### src/rtl/lsu_pkg.sv
package lsu_pkg;
    localparam int XLEN   = 32;
    localparam int OFFW   = 12;
    localparam int NBYTES = XLEN / 8;
    localparam int LOW    = $clog2(NBYTES);

    typedef struct packed {
        logic [XLEN-1:0]   addr;
        logic [LOW-1:0]    lo;
        logic [XLEN-1:0]   wdata;
        logic [NBYTES-1:0] be;
        logic              mis;
        logic [XLEN-1:0]   ldval;
    } lsu_out_t;
endpackage

### src/rtl/lsu_ea_gen.sv
module lsu_ea_gen
    import lsu_pkg::*;
(
    input  logic [XLEN-1:0] base_i,
    input  logic [OFFW-1:0] offset_i,
    output logic [XLEN-1:0] ea_o
);
    logic [XLEN-1:0] off_ext;

    always_comb begin
        off_ext = {{(XLEN-OFFW){offset_i[OFFW-1]}}, offset_i};
        ea_o    = base_i + off_ext;
    end
endmodule

### src/rtl/lsu_store_lanes.sv
module lsu_store_lanes
    import lsu_pkg::*;
(
    input  logic              en_i,
    input  logic [2:0]        fn_i,
    input  logic [LOW-1:0]    lo_i,
    input  logic [XLEN-1:0]   wdata_i,
    output logic [XLEN-1:0]   wdata_o,
    output logic [NBYTES-1:0] be_o,
    output logic              mis_o
);
    logic [NBYTES-1:0] be_raw;

    always_comb begin
        mis_o  = 1'b0;
        be_raw = '0;
        case (fn_i[1:0])
            2'b00: be_raw = 4'b0001 << lo_i;
            2'b01: begin
                mis_o  = lo_i[0];
                be_raw = 4'b0011 << {lo_i[1], 1'b0};
            end
            2'b10: begin
                mis_o  = |lo_i;
                be_raw = 4'b1111;
            end
            default: be_raw = '0;
        endcase
        be_o = (en_i && !fn_i[2] && !mis_o) ? be_raw : '0;
    end

    for (genvar i = 0; i < NBYTES; i++) begin : g_lane
        localparam int HB = i % 2;
        always_comb begin
            case (fn_i[1:0])
                2'b00:   wdata_o[i*8 +: 8] = wdata_i[7:0];
                2'b01:   wdata_o[i*8 +: 8] = wdata_i[HB*8 +: 8];
                default: wdata_o[i*8 +: 8] = wdata_i[i*8 +: 8];
            endcase
        end
    end
endmodule

### src/rtl/lsu_load_extract.sv
module lsu_load_extract
    import lsu_pkg::*;
(
    input  logic [2:0]      fn_i,
    input  logic [LOW-1:0]  lo_i,
    input  logic [XLEN-1:0] rdata_i,
    output logic [XLEN-1:0] value_o
);
    logic [XLEN-1:0] bsh;
    logic [XLEN-1:0] hsh;
    logic [7:0]      b;
    logic [15:0]     h;

    always_comb begin
        bsh = rdata_i >> {lo_i, 3'b000};
        hsh = rdata_i >> {lo_i[1], 4'b0000};
        b   = bsh[7:0];
        h   = hsh[15:0];
        case (fn_i)
            3'b000:  value_o = {{(XLEN-8){b[7]}}, b};
            3'b100:  value_o = {{(XLEN-8){1'b0}}, b};
            3'b001:  value_o = {{(XLEN-16){h[15]}}, h};
            3'b101:  value_o = {{(XLEN-16){1'b0}}, h};
            3'b010:  value_o = rdata_i;
            default: value_o = '0;
        endcase
    end
endmodule

### src/rtl/lsu_lane_align.sv
module lsu_lane_align
    import lsu_pkg::*;
(
    input  logic              clk,
    input  logic              rst_n,
    input  logic              st_en_i,
    input  logic [2:0]        fn_i,
    input  logic [XLEN-1:0]   base_i,
    input  logic [OFFW-1:0]   offset_i,
    input  logic [XLEN-1:0]   wdata_i,
    output logic [XLEN-1:0]   mem_addr_o,
    output logic [LOW-1:0]    ea_lo_o,
    output logic [XLEN-1:0]   mem_wdata_o,
    output logic [NBYTES-1:0] mem_be_o,
    output logic              misalign_o,
    input  logic [2:0]        ld_fn_i,
    input  logic [LOW-1:0]    ld_lo_i,
    input  logic [XLEN-1:0]   rdata_i,
    output logic [XLEN-1:0]   ld_value_o
);
    logic [XLEN-1:0]   ea;
    logic [XLEN-1:0]   st_wdata;
    logic [NBYTES-1:0] st_be;
    logic              st_mis;
    logic [XLEN-1:0]   ld_val;
    lsu_out_t          out_d, out_q;

    lsu_ea_gen u_ea (
        .base_i   (base_i),
        .offset_i (offset_i),
        .ea_o     (ea)
    );

    lsu_store_lanes u_st (
        .en_i    (st_en_i),
        .fn_i    (fn_i),
        .lo_i    (ea[LOW-1:0]),
        .wdata_i (wdata_i),
        .wdata_o (st_wdata),
        .be_o    (st_be),
        .mis_o   (st_mis)
    );

    lsu_load_extract u_ld (
        .fn_i    (ld_fn_i),
        .lo_i    (ld_lo_i),
        .rdata_i (rdata_i),
        .value_o (ld_val)
    );

    always_comb begin
        out_d       = out_q;
        out_d.addr  = {ea[XLEN-1:LOW], {LOW{1'b0}}};
        out_d.lo    = ea[LOW-1:0];
        out_d.wdata = st_wdata;
        out_d.be    = st_be;
        out_d.mis   = st_mis;
        out_d.ldval = ld_val;
    end

    always_ff @(posedge clk or negedge rst_n) begin
        if (!rst_n) out_q <= '0;
        else        out_q <= out_d;
    end

    assign mem_addr_o  = out_q.addr;
    assign ea_lo_o     = out_q.lo;
    assign mem_wdata_o = out_q.wdata;
    assign mem_be_o    = out_q.be;
    assign misalign_o  = out_q.mis;
    assign ld_value_o  = out_q.ldval;

    a_r2_byte_one_lane: assert property (@(posedge clk) disable iff (!rst_n)
        (st_en_i && fn_i == 3'b000) |=> ($countones(mem_be_o) == 1));

    a_r3_half_lane_pair: assert property (@(posedge clk) disable iff (!rst_n)
        (st_en_i && fn_i == 3'b001 && !ea[0]) |=> (mem_be_o == 4'b0011 || mem_be_o == 4'b1100));

    a_r5_misaligned_no_be: assert property (@(posedge clk) disable iff (!rst_n)
        misalign_o |-> (mem_be_o == '0));

    a_r6_disabled_no_be: assert property (@(posedge clk) disable iff (!rst_n)
        (!st_en_i) |=> (mem_be_o == '0));

    a_r7_byte_sign_fill: assert property (@(posedge clk) disable iff (!rst_n)
        (ld_fn_i == 3'b000) |=> (ld_value_o[XLEN-1:7] == '0 || (&ld_value_o[XLEN-1:7])));

    a_r8_half_zero_fill: assert property (@(posedge clk) disable iff (!rst_n)
        (ld_fn_i == 3'b101) |=> (ld_value_o[XLEN-1:16] == '0));

    a_r9_word_passes: assert property (@(posedge clk) disable iff (!rst_n)
        (ld_fn_i == 3'b010) |=> (ld_value_o == $past(rdata_i)));
endmodule

### config.mk
export PLATFORM = sky130hd
export DESIGN_NAME = lsu_lane_align
export DESIGN_NICKNAME = d
export VERILOG_FILES = /design/src/rtl/lsu_pkg.sv /design/src/rtl/lsu_ea_gen.sv /design/src/rtl/lsu_store_lanes.sv /design/src/rtl/lsu_load_extract.sv /design/src/rtl/lsu_lane_align.sv
export SDC_FILE = /design/constraint.sdc
export NUM_CORES = 1
export LEC_CHECK = 0
export ABC_AREA = 1
export BUFFER_PORTS_ARGS = -buffer_cell sky130_fd_sc_hd__buf_2
export CAP_MARGIN = 15
export CELL_PAD_IN_SITES_DETAIL_PLACEMENT = 0
export CELL_PAD_IN_SITES_GLOBAL_PLACEMENT = 1
export CORE_AREA = 2 2 130 132
export DETAILED_ROUTE_END_ITERATION = 8
export DIE_AREA = 0 0 132 134
export GPL_ROUTABILITY_DRIVEN = 0
export MAX_ROUTING_LAYER = met4
export PLACE_DENSITY_LB_ADDON = 0.1
export SLEW_MARGIN = 10
export SYNTH_ARGS = -nofsm -noshare
export SYNTH_HDL_FRONTEND = slang
export SYNTH_SLANG_ARGS = --single-unit
### constraint.sdc
create_clock -name clk -period 0.8 [get_ports clk]
set_input_delay 0.08 -clock clk [delete_from_list [all_inputs] [get_ports clk]]
set_output_delay 0.08 -clock clk [all_outputs]
set_load 0.03 [all_outputs]
After elaboration in Yosys (flattened, before gate mapping)
Cells that the tools add are included.

storage, ports and cells
  flip-flop bits (word level) = 101
  input port bits = 119
  output and inout port bits = 103
  logic and storage cells = 32

operators by class
  add/subtract/negate cells = 1
  equal/unequal tests = 6
  shift-type cells = 4
  mux-type cells = 7
  reductions and logical operators = 8

operators with widths
  kind                                                                    count
  32-bit one-hot mux with 5 select lines                                  1
  32-bit adder                                                            1
  32-bit by 5-bit right shift with 16-bit output                          1
  32-bit by 5-bit right shift with 8-bit output                           1
  8-bit 2-to-1 mux                                                        2
  8-bit one-hot mux with 2 select lines                                   1
  4-bit one-hot mux with 3 select lines                                   1
  3-bit equality test (second input constant)                             2
  4-bit 2-to-1 mux                                                        1
  2-bit OR reduction                                                      2
  1-bit by 2-bit << shifter with 4-bit output (first input constant)      1
  2-bit by 2-bit << shifter with 4-bit output (first input constant)      1
  3-bit by 1-bit equality test with 1-bit output (second input constant)  1
  3-bit by 2-bit equality test with 1-bit output (second input constant)  1
  3-bit zero test                                                         1
  2-bit by 1-bit equality test with 1-bit output (second input constant)  1
  2-bit equality test (second input constant)                             1
  1-bit logical AND                                                       2
  1-bit zero test                                                         2
  2-bit zero test                                                         1
  1-bit one-hot mux with 2 select lines                                   1

Depth between registers and ports, before layout
Gate-level depths: netlist of the first run.

  depth after elaboration = 6
  mapped depth = 12
  mapped depth without buffers = 12

Cells and area by module
Synthesis of the first run repeated with hierarchy kept, for this count alone.

unflattened totals
  cells, all modules = 940
  area total of the unflattened synthesis = 6495.0 µm²

by module, submodules not included
  module            instances  cells each  area an instance (µm²)
  lsu_lane_align    1          104         2546.2
  lsu_ea_gen        1          494         2384.8
  lsu_load_extract  1          216         927.1
  lsu_store_lanes   1          126         636.9

Least setup slack after synthesis of the first run
Ideal clock, no wire load.

  kind = input to register
  from = input port base_i[0]
  to = register out_q, in the netlist mem_be_o[0]
  setup time = 73 ps
  data arrival time = 1490 ps
  data required time = 727 ps
  setup slack = -763 ps
  stages = 8
  cells stage by stage = ha_1 inv_1 fa_1 inv_2 nor2_1 nor3_1 or3_1 nor2_1

between the ends
  word-level cells in the longest chain between the ends = 6

RTL lines
  element                                RTL line               RTL
  start: declaration                     lsu_lane_align.sv:8    input logic [XLEN-1:0] base_i,
  32-bit adder                           lsu_ea_gen.sv:12       ea_o = base_i + off_ext;
  net ea[1]                              lsu_lane_align.sv:21   logic [XLEN-1:0] ea;
  2-bit OR reduction                     lsu_store_lanes.sv:24  mis_o = |lo_i;
  1-bit one-hot mux with 2 select lines  lsu_store_lanes.sv:17  case (fn_i[1:0])
  net st_mis                             lsu_lane_align.sv:24   logic st_mis;
  1-bit zero test                        lsu_store_lanes.sv:29  be_o = (en_i && !fn_i[2] && !mis_o) ? be_raw : '0;
  1-bit logical AND                      lsu_store_lanes.sv:29
  4-bit 2-to-1 mux                       lsu_store_lanes.sv:29
  net st_be[0]                           lsu_lane_align.sv:23   logic [NBYTES-1:0] st_be;
  end signal: assignment                 lsu_lane_align.sv:63   else out_q <= out_d;
  end: declaration                       lsu_lane_align.sv:26   lsu_out_t out_d, out_q;

The timed path passes the listed nets, and every way through them passes these cells.

Worst setup path in the final report of the first run
  from = input port base_i[0]
  to = register out_q, in the netlist mem_be_o[1]

The elaborated chain is that of the path after synthesis.

==> metrics.cfg, run 1 <==
[outcome]
outcome = finished, violations left
violations = setup timing

[layout]
drive_gt1_frac = 0.512
final_common_cell = nand2_1
mostFrequentLayoutCells = 186 x nand2_1, 132 x buf_6, 130 x inv_1, 101 x dfrtp_1, 100 x buf_2
nets = 1334
antenna_cells = 0
fin_cells = 1404
area_delta_synth_final_pct = 86.8
post-route-util = 0.693

[logic_synthesis]
yosysWarnings = 0
yosys_register_bits = 101
synth-main-ff-cell = dfrtp_1
yosysSeqAreaShare = 0.418
async_flop_share = 1.00
yosys.cell_types.count = 36
netlist_instances = 817
synth_edf_count = 0
netlist_area_um2 = 6040
syn_area_per_cell_um2 = 7.39

[pwr]
p_leak_nw = 5.89
ir_drop_v = 0.00100
powerDensity_nw_per_um2 = 1630

[clock_tree]
cts_tree = done
clockRootBuffer = clkbuf_16
clock_sinks = 101
clock_path_buffers = 2
cts_buffers = 9
clk_pin_slew_worst_paths_ns = 0.08
htreeDepth = 3

[sta]
slew_violations = 0
fin_crit_sh = 1.53
fmax_ghz = 0.817
setup_violations = 134
setup_ws_ns = -0.424
period_needed_ns = 1.22
hold_viol = 0
rsz0062_at_grt = true

[critical_path]
worstPathRequired_ns = 1.09
cp.arrival_ns = 1.51
worstSetupStartpointType = primary input
crit_top_cell = inv_2
cpLargestDelayFamily = adder cells
crit_chain = buf_6, ha_4, inv_2, fa_2, inv_2, nor2_4, nor3_2, or3_4, nor2_1
crit_buf_inv = 3
cp-end-kind = flop
slowest_stage = fa_2
path_class = primary input to flop
cp_max_fo = 4
critPathMaxStageDelay_ns = 0.53

[place]
hpwl_um = 15300
post-place-ws_ns = -0.866
place_inst = 1326
port_buffers = 219

[global_route]
grt_overflow = 0
antenna_found_initial = 0
grt_pass1_wl_um = 34600
grt_max_degree = 29
grt_use_total = 0.251
first_global_vias = 6761

[detailed_routing]
first_iter_violations = 324
drt_first_pass_iters = 5
routed_wl_um = 21400
route.vias.total = 6546
vias_per_cell = 4.66
ant_nets = 0
drc = 0
detail_route.wl_per_cell_um = 15.2

[floorplanning]
ios = 222
dieHeight_um = 134
die-area_um2 = 17700
rows = 47
fp.coreArea_um2 = 16300
start_util = 0.371
dieWidth_um = 132

[job]
max_cap_violations = 0

[min_path]
hold_class = primary input to flop

[layer usage]
layer / track usage / up-vias / routed length, um
met5: - / - / 0
met4: 0.0537 / 0 / 323
met3: 0.0397 / 21 / 1080
met2: 0.433 / 211 / 10800
met1: 0.314 / 3044 / 9170
li1: - / 3270 / -
[logic make-up after synthesis]
logic type               after synthesis  share of synthesized area
other                                  1                   0.000621
AO/OA/AOI/OAI                         94                     0.0998
buffers and inverters                173                      0.114
XOR/XNOR                              15                     0.0217
flip-flops                           101                      0.418
adder cells (fa/ha/maj)               36                     0.0758
AND/OR/NAND/NOR                      389                      0.255
multiplexers                           8                     0.0149
[sequential cells by signal, summed over array words and instances, names as in the netlist]
register and count:
misalign_o 1, mem_be_o 4, ld_value_o 32, mem_addr_o 30, ea_lo_o 2, mem_wdata_o 32
[cells in the mapped netlist, types with 2 or more instances]
library cell	instances	area, um^2
a21oi_1	24	120
a31oi_1	2	12.5
buf_2	3	15.0
buf_4	3	22.5
buf_6	3	33.8
clkbuf_1	3	11.3
clkinv_1	2	7.51
dfrtp_1	101	2530
ha_1	35	438
inv_1	155	582
inv_2	3	11.3
mux2_2	8	90.1
nand2_1	292	1100
nand3_1	34	170
nand4_1	4	25.0
nor2_1	50	188
nor3_1	4	20.0
o211ai_1	36	270
o21ai_0	19	95.1
o21bai_1	3	22.5
o221ai_1	5	43.8
xnor2_1	3	26.3
xor2_1	12	105
[worst paths after layout]
path / endpoint / start / cells after the start
max in group asynchronous: mem_wdata_o[25]$_DFF_PN0_ / rst_n / 3
min in group asynchronous: ld_value_o[2]$_DFF_PN0_ / rst_n / 2
worst max-delay path: mem_be_o[1]$_DFF_PN0_ / base_i[0] / 9
worst min-delay path: ld_value_o[28]$_DFF_PN0_ / rdata_i[28] / 3
[cell type report]
class	count	area, um^2
inverter	160	611
fill	1267	5000
timing repair buffer	363	3280
clock buffer	9	225
clock inverter	7	86.3
multi-input combinational	544	4280
sequential	101	2530
tap	220	275
[worst min-delay path: stages]
cell and delay (ns):
buf_2 0.11, nand2_1 0.06, nand3_2 0.06
[power breakdown]
part	switching (W)	internal, W	total, W
Clock	0.00233	0.00226	0.00460
Combinational	0.00419	0.00357	0.00775
Sequential	0.000307	0.00569	0.00599
Total	0.00682	0.0115	0.0183
[timing repair]
action,in CTS,in global routing
gates cloned,3,1
hold buffers,41,0
pin swaps,91,97
buffers inserted,11,12
resized for setup,401,111
endpoints found under the hold margin,144,0
setup endpoints to repair,143,157
[stage by stage]
stage / area, um^2 / hold WS (ns) / TNS, ns / total power, W
global placement: 8550 / -0.0302 / -41.41 / 0.0115
floorplan: 6560 / -0.216 / -19.57 / 0.00929
global route: 11300 / 0.00240 / -29.79 / 0.0193
CTS: 10800 / -0.0128 / -24.63 / 0.0180
detailed placement: 8550 / -0.0306 / -42.00 / 0.0115
finish: 11300 / 0.00157 / -24.22 / 0.0183
No activity file was read; power rests on OpenSTA's default activity.
==> run 2, diff against run 1 <==
- SETUP_SLACK_MARGIN: default -> 0.4
==> metrics.cfg, run 2 (synthesized netlist as in run 1, its figures left out) <==
[outcome]
outcome = finished, violations left
violations = hold timing, setup timing

[clock_tree]
clock_sinks = 101
clock_path_buffers = 2
cts_tree = done
clk_pin_slew_worst_paths_ns = 0.08
cts_buffers = 9
clockRootBuffer = clkbuf_16
htreeDepth = 3

[layout]
mostFrequentLayoutCells = 165 x nand2_1, 152 x buf_6, 128 x inv_1, 100 x dfrtp_2, 96 x buf_2
area_delta_synth_final_pct = 91.3
nets = 1310
design_area_um2 = 11600
final_common_cell = nand2_1
drive_gt1_frac = 0.654

[floorplanning]
rows = 47
dieHeight_um = 134
die-area_um2 = 17700
ios = 222
dieWidth_um = 132
start_util = 0.371
fp.coreArea_um2 = 16300

[detailed_routing]
vias_per_cell = 4.73
route.vias.total = 6527
drc = 0
drt_first_pass_iters = 4
routed_wl_um = 21200
detail_route.wl_per_cell_um = 15.4
ant_nets = 0
first_iter_violations = 268

[global_route]
grt_use_total = 0.236
grt_pass1_wl_um = 32200
grt_overflow = 0
antenna_found_initial = 1
first_global_vias = 6487
grt_max_degree = 28

[place]
post-place-ws_ns = -0.876
hpwl_um = 14900
placed_area_um2 = 8730
port_buffers = 219

[sta]
hold_viol = 146
hold_ws_ns = -0.403
fmax_ghz = 0.807
rsz0062_at_grt = true
period_needed_ns = 1.24
slew_violations = 0
setup_violations = 147
setup_ws_ns = -0.439
fin_crit_sh = 1.55

[critical_path]
worstPathRequired_ns = 1.09
path_class = primary input to flop
cp-end-kind = flop
cp.arrival_ns = 1.53
cp_max_fo = 4
worstSetupStartpointType = primary input

[min_path]
hold_class = primary input to async pin

[pwr]
ir_drop_v = 0.00131
powerDensity_nw_per_um2 = 1650
p_leak_nw = 5.82
power_w = 0.0190

[job]
max_cap_violations = 0

[run 2: worst max-delay path by stage]
stage                     cells after the start          from                  endpoint  slack (ns)
after floorplan                               8     base_i[0]     mem_be_o[1]$_DFF_PN0_       -0.69
after global placement                       10  offset_i[11]  mem_addr_o[24]$_DFF_PN0_       -0.86
after detailed placement                     11  offset_i[11]  mem_addr_o[24]$_DFF_PN0_       -0.88
after CTS                                    11  offset_i[11]  mem_addr_o[24]$_DFF_PN0_       -0.38
after global routing                          9     base_i[0]     mem_be_o[1]$_DFF_PN0_       -0.48
final                                         9     base_i[0]     mem_be_o[2]$_DFF_PN0_       -0.44
[run 2: critical path: stages]
cell	delay [ns]
buf_6	0.07
ha_4	0.13
inv_2	0.04
fa_2	0.54
inv_2	0.06
nor2_4	0.09
nor3_2	0.06
or3_4	0.35
nor2_1	0.11
[run 2: per-stage QoR]
stage | utilization | TNS, ns | std cells
floorplan | - | -20.33 | 818
global placement | 0.536 | -40.83 | 1332
detailed placement | 0.536 | -41.37 | 1332
CTS | 0.650 | -27.98 | 1367
global route | 0.709 | -31.11 | 1381
finish | 0.709 | -27.14 | 1381
[run 2: per-layer routing]
metal | share of wire | GRT usage | vias up
met5 | 0 | - | -
met4 | 0.027 | 0.0948 | 0
met3 | 0.048 | 0.0370 | 34
met2 | 0.51 | 0.404 | 195
met1 | 0.41 | 0.281 | 3078
li1 | - | - | 3220
[run 2: power by group]
group	internal (W)	switching, W
sequential	0.00579	0.000294
clock	0.00285	0.00228
combinational	0.00361	0.00422
total	0.0122	0.00679
[run 2: final cells by class]
cell class / instances / area (um^2)
Tap cell: 220 / 275
Clock inverter: 7 / 129
Timing Repair Buffer: 339 / 3210
Antenna cell: 1 / 2.50
Inverter: 160 / 654
Clock buffer: 9 / 225
Sequential cell: 101 / 2650
Fill cell: 1235 / 4730
Multi-Input combinational cell: 544 / 4400
[run 2: what timing repair did]
action	4_1_cts	5_1_grt
pin swaps	65	112
cloned	5	2
resized for setup	373	230
setup endpoints to repair	193	193
setup buffers	14	11
hold endpoints to repair	151	143
